===== src/rtl/snap_pkg.sv =====
package snap_pkg;
  localparam int BYTE_W  = 8;
  localparam int ADDR_W  = 8;
  localparam int N_PAIRS = 4;
  localparam int IDX_W   = $clog2(N_PAIRS);

  typedef enum logic [IDX_W-1:0] {
    PAIR_VOLT = 2'd0,
    PAIR_CURR = 2'd1,
    PAIR_ACC  = 2'd2,
    PAIR_TEMP = 2'd3
  } pair_e;

  typedef struct packed {
    logic             hit;
    logic             low;
    logic [IDX_W-1:0] idx;
  } dec_t;

  localparam logic [ADDR_W-1:0] VOLT_HI = 8'h0C;
  localparam logic [ADDR_W-1:0] CURR_HI = 8'h0E;
  localparam logic [ADDR_W-1:0] ACC_HI  = 8'h10;
  localparam logic [ADDR_W-1:0] TEMP_HI = 8'h18;

  function automatic dec_t decode_addr(input logic [ADDR_W-1:0] a);
    dec_t d;
    d.hit = 1'b1;
    d.low = a[0];
    d.idx = PAIR_VOLT;
    case ({a[ADDR_W-1:1], 1'b0})
      VOLT_HI: d.idx = PAIR_VOLT;
      CURR_HI: d.idx = PAIR_CURR;
      ACC_HI:  d.idx = PAIR_ACC;
      TEMP_HI: d.idx = PAIR_TEMP;
      default: begin
        d.hit = 1'b0;
        d.low = 1'b0;
      end
    endcase
    return d;
  endfunction

  function automatic logic [15:0] temp_to_word(input logic [10:0] t);
    return {t, 5'b00000};
  endfunction

  function automatic logic [BYTE_W-1:0] pick_byte(input logic [15:0] w, input logic low);
    return low ? w[7:0] : w[15:8];
  endfunction
endpackage


===== src/rtl/snap_addr_decode.sv =====
module snap_addr_decode
  import snap_pkg::*;
#(
  parameter int NP = N_PAIRS
) (
  input  logic              cmd_active,
  input  logic              rd_strobe,
  input  logic [ADDR_W-1:0] rd_addr,
  output logic              rd_fire,
  output dec_t              dec,
  output logic [NP-1:0]     cap_vec
);
  assign rd_fire = rd_strobe && cmd_active;
  assign dec     = decode_addr(rd_addr);

  for (genvar i = 0; i < NP; i++) begin : g_cap
    assign cap_vec[i] = rd_fire && dec.hit && !dec.low && (int'(dec.idx) == i);
  end
endmodule


===== src/rtl/snap_slot.sv =====
module snap_slot #(
  parameter int W = 16
) (
  input  logic         clk,
  input  logic         rst_n,
  input  logic         cmd_active,
  input  logic         cap,
  input  logic [W-1:0] live,
  output logic [W-1:0] held,
  output logic         valid
);
  always_ff @(posedge clk) begin
    if (!rst_n) begin
      held  <= '0;
      valid <= 1'b0;
    end else if (!cmd_active) begin
      valid <= 1'b0;
    end else if (cap) begin
      held  <= live;
      valid <= 1'b1;
    end
  end
endmodule


===== src/rtl/snap_out_mux.sv =====
module snap_out_mux
  import snap_pkg::*;
#(
  parameter int NP = N_PAIRS,
  parameter int W  = 16
) (
  input  dec_t                  dec,
  input  logic [NP-1:0][W-1:0]  live_words,
  input  logic [NP-1:0][W-1:0]  held_words,
  input  logic [NP-1:0]         held_valid,
  output logic [BYTE_W-1:0]     next_byte
);
  logic [W-1:0] src_word;

  always_comb begin
    src_word = live_words[dec.idx];
    if (dec.low && held_valid[dec.idx]) src_word = held_words[dec.idx];
    next_byte = dec.hit ? pick_byte(src_word, dec.low) : '0;
  end
endmodule


===== src/rtl/snap_read_port.sv =====
module snap_read_port
  import snap_pkg::*;
#(
  parameter int WORD_W = 16,
  parameter int TEMP_W = 11
) (
  input  logic              clk,
  input  logic              rst_n,
  input  logic              cmd_active,
  input  logic              rd_strobe,
  input  logic [ADDR_W-1:0] rd_addr,
  input  logic [WORD_W-1:0] volt_in,
  input  logic [WORD_W-1:0] curr_in,
  input  logic [WORD_W-1:0] acc_in,
  input  logic [TEMP_W-1:0] temp_in,
  output logic [BYTE_W-1:0] rd_data,
  output logic              rd_valid
);
  localparam int NP = N_PAIRS;

  logic                     rd_fire;
  dec_t                     dec;
  logic [NP-1:0]            slot_cap;
  logic [NP-1:0]            slot_valid;
  logic [NP-1:0][WORD_W-1:0] slot_held;
  logic [NP-1:0][WORD_W-1:0] live_words;
  logic [BYTE_W-1:0]        next_byte;

  assign live_words[PAIR_VOLT] = volt_in;
  assign live_words[PAIR_CURR] = curr_in;
  assign live_words[PAIR_ACC]  = acc_in;
  assign live_words[PAIR_TEMP] = temp_to_word(temp_in);

  snap_addr_decode #(.NP(NP)) u_dec (
    .cmd_active (cmd_active),
    .rd_strobe  (rd_strobe),
    .rd_addr    (rd_addr),
    .rd_fire    (rd_fire),
    .dec        (dec),
    .cap_vec    (slot_cap)
  );

  for (genvar i = 0; i < NP; i++) begin : g_slot
    snap_slot #(.W(WORD_W)) u_slot (
      .clk        (clk),
      .rst_n      (rst_n),
      .cmd_active (cmd_active),
      .cap        (slot_cap[i]),
      .live       (live_words[i]),
      .held       (slot_held[i]),
      .valid      (slot_valid[i])
    );
  end

  snap_out_mux #(.NP(NP), .W(WORD_W)) u_mux (
    .dec        (dec),
    .live_words (live_words),
    .held_words (slot_held),
    .held_valid (slot_valid),
    .next_byte  (next_byte)
  );

  always_ff @(posedge clk) begin
    if (!rst_n) begin
      rd_data  <= '0;
      rd_valid <= 1'b0;
    end else begin
      rd_valid <= rd_fire;
      if (rd_fire) rd_data <= next_byte;
    end
  end
endmodule


===== config.mk =====
export PLATFORM = sky130hd
export DESIGN_NAME = snap_read_port
export DESIGN_NICKNAME = d
export VERILOG_FILES = /design/src/rtl/snap_pkg.sv /design/src/rtl/snap_addr_decode.sv /design/src/rtl/snap_slot.sv /design/src/rtl/snap_out_mux.sv /design/src/rtl/snap_read_port.sv
export SDC_FILE = /design/constraint.sdc
export NUM_CORES = 1
export LEC_CHECK = 0
export ABC_AREA = 1
export BUFFER_PORTS_ARGS = -buffer_cell sky130_fd_sc_hd__buf_2
export CORE_ASPECT_RATIO = 0.6
export CORE_MARGIN = 2
export CORE_UTILIZATION = 55
export DETAILED_ROUTE_END_ITERATION = 8
export GPL_ROUTABILITY_DRIVEN = 0
export GPL_TIMING_DRIVEN = 1
export PLACE_DENSITY = 0.84
export SYNTH_ARGS = -nofsm -noshare
export SYNTH_HDL_FRONTEND = slang
export SYNTH_SLANG_ARGS = --single-unit

===== constraint.sdc =====
create_clock -name clk -period 3.06 [get_ports clk]
set_clock_uncertainty 0.15 [all_clocks]
set_input_delay 0.459 -clock clk [delete_from_list [all_inputs] [get_ports clk]]
set_output_delay 0.459 -clock clk [all_outputs]
set_load 0.02 [all_outputs]

==> flow_summary.toml <==
[outcome]
status = "complete, no violations"

[grt]
grt_util_all_layers = 0.2896
grt_pass1_wl_um = 12620
grt_pass1_vias = 2776
grt_max_degree = 30
antenna_found_initial = 0
grt_overflow_total = 0

[finish]
diodes = 0
regArea_um2 = 800.8
fillers = 450
final_nets = 599
multi_input_area_um2 = 1520
drive_above_1_share = 0.2042
area_delta_synth_final_pct = 15.46

[sta]
setup_tns_ns = 0
rsz0062_at_grt = "no"
slew_violations = 0
max_freq_ghz = 0.4232
tightest_slew_ns = 0.4775
slew_headroom = 0.6813
fin_crit_ns = 2.363
setup-violations-final = 0
finalHoldViolations = 0
min_period_over_period = 0.7723

[floorplan]
fp.dieW_um = 95.58
fp.dieH_um = 58.95
initial_utilization = 0.5880
io_pins = 80
rows = 19
coreArea_um2 = 4707
dieArea_um2 = 5634

[detailed_routing]
totalWireLength_um = 7802
vias_per_cell = 5.367
dr.pass1.iters = 7
wl_per_cell_um = 13.18
drc = 0
drt_iter0_markers = 210
postRouteAntennaNets = 0
via_count = 3177

[synthesis]
netlist_area_um2 = 2768
synth_top_area_share = 0.2893
synth.area.top_cells = "dfxtp_1, nand2_1, nand3_1, inv_1, a21oi_1"
synthArstFlopShare = 0
avgSynthCellArea_um2 = 5.889
ys_seq_elements = 40
synth_top_area_cell = "dfxtp_1"
yosysMostFrequentCell = "nand2_1"
synth_nets = 541
synthTopCellsByCount = "nand2_1, nand3_1, inv_1, a21oi_1, dfxtp_1"
synth_cell_types = 24
seq_area_frac_synth = 0.2893
yosys_warnings = 0
synthFlopType = "dfxtp_1"
synth_edf_count = 0
synthCells = 470

[clocking]
clk_path_buf_depth = 2
root_buffer = "clkbuf_8"
path_clk_slew_ns = 0.08
cts_setup_buffers = 0
numCtsBuffers = 5
cts_hold_buf = 0
clk_latency_ns = 0.30
htree_levels = 2
tritoncts = "built"
cts.sinks = 40
cts_resized = 0

[setup_path]
cp_max_fo = 17
arrival_ns = 2.40
endpoint_kind = "flip-flop"
path_buf_inv = 3
cp-start-kind = "input port"
path_delay_family = "simple AND/OR/NAND/NOR gates"
cp_slowest_cell = "nand4_1"
worst_ep_required_time_ns = 3.09
r2r-end = "rd_data[1]$_SDFFE_PN0P_"
crit_type = "input port to flip-flop"
max_stage_delay_ns = 0.34
path_cells = "buf_2 > nor2_1 > nand4_1 > nand2_2 > inv_2 > nand2_2 > nand3_4 > inv_2 > nand3_2 > o21ai_0 > a21oi_1"
r2r_cells = 7
r2r-start = "g_slot[0].u_slot.valid$_SDFFE_PN0P_"
ff2ff_setup_slack_ns = 1.49

[pwr]
vdd_drop_max_mv = 0.2357
finalPower_uw = 1100
powerDensity_nw_per_um2 = 344.2
leakage_uw = 0.001583

[min_path]
hold-path-cell-count = 3
hold_path_class = "input port to flip-flop"
hold_start = "acc_in[3]"
holdPathEnd = "g_slot[2].u_slot.held[3]$_SDFFE_PN0P_"

[run]
drv_cap = 0

[placement]
dp_hpwl_um = 5850
numPortBuffers = 79
==> kinds of logic after synthesis <==
family	share of synthesized area
flip-flops	0.2893
AND/OR/NAND/NOR	0.4263
AO/OA/AOI/OAI	0.1230
buffers and inverters	0.1614
==> cells in the final DEF, fill, tap and decap left out <==
| cell | n |
|---|---|
| clkbuf_8 | 5 |
| nor3_1 | 1 |
| nand2_1 | 144 |
| inv_2 | 4 |
| nand3b_1 | 10 |
| nor2_4 | 3 |
| nand3_4 | 1 |
| a21oi_1 | 40 |
| nand2_4 | 1 |
| nand3_1 | 71 |
| clkbuf_1 | 1 |
| nor2_1 | 20 |
| buf_4 | 5 |
| o21ai_1 | 3 |
| nand2_2 | 5 |
| nand3_2 | 1 |
| o21ai_0 | 25 |
| inv_1 | 62 |
| dfxtp_1 | 40 |
| buf_2 | 79 |
| nor2_2 | 2 |
| nand4_1 | 2 |
| clkinv_2 | 1 |
| bufinv_16 | 1 |
| clkinv_1 | 2 |
==> flip-flops by register name, indices dropped and copies added, names as in the netlist <==
register / count
g_slot.u_slot.held: 27
g_slot.u_slot.valid: 4
rd_data: 8
rd_valid: 1
==> tightest hold or removal path: cells and delay by family <==
kind	cells	cell delay, ns
buffers and inverters	1	0.09
and+or+nand+nor	1	0.07
AOI/OAI and AO/OA	1	0.07
==> routing by layer <==
metal  part of all wire  GRT usage
met2               0.44     0.4735
met1               0.46     0.3948
met5                  0          0
met3              0.088    0.06402
met4              0.017    0.06735
==> through the flow <==
step	area [um2]	utilization	hold slack (ns)	std cells	setup slack [ns]
floorplan	2768	-	0.2731	470	1.175
global placement	3088	0.6560	0.2848	584	0.5664
detailed placement	3088	0.6560	0.2904	584	0.4138
CTS	3196	0.6789	0.2857	592	0.7304
global route	3196	0.6789	0.2959	592	0.4517
finish	3196	0.6789	0.2848	592	0.6969
==> cell type report <==
cell class / instances / area share
inverters: 68 / 0.07987
repair buffers: 84 / 0.1355
clock buffers: 6 / 0.02271
clock inverters: 2 / 0.01096
multi-input cells: 329 / 0.4757
well taps: 63 / 0.02467
flip-flops and latches: 40 / 0.2506
==> where the power goes <==
part | switching (uW) | internal, uW
Clock | 186 | 242
Sequential | 0.615 | 522
Combinational | 85.7 | 64.1
Total | 272 | 828
==> worst max-delay path by stage <==
stage                          start                                     to  cells past startpoint
after floorplan           rd_addr[6]                rd_data[4]$_SDFFE_PN0P_                     13
after global placement    rd_addr[6]                rd_data[0]$_SDFFE_PN0P_                     13
after detailed placement  rd_addr[1]  g_slot[1].u_slot.held[1]$_SDFFE_PN0P_                     11
after CTS                 rd_addr[1]  g_slot[1].u_slot.held[1]$_SDFFE_PN0P_                     11
after global routing      rd_addr[1]  g_slot[1].u_slot.held[7]$_SDFFE_PN0P_                     11
final                     rd_addr[1]  g_slot[1].u_slot.held[1]$_SDFFE_PN0P_                     11
Power figures use the tool's default switching activity.
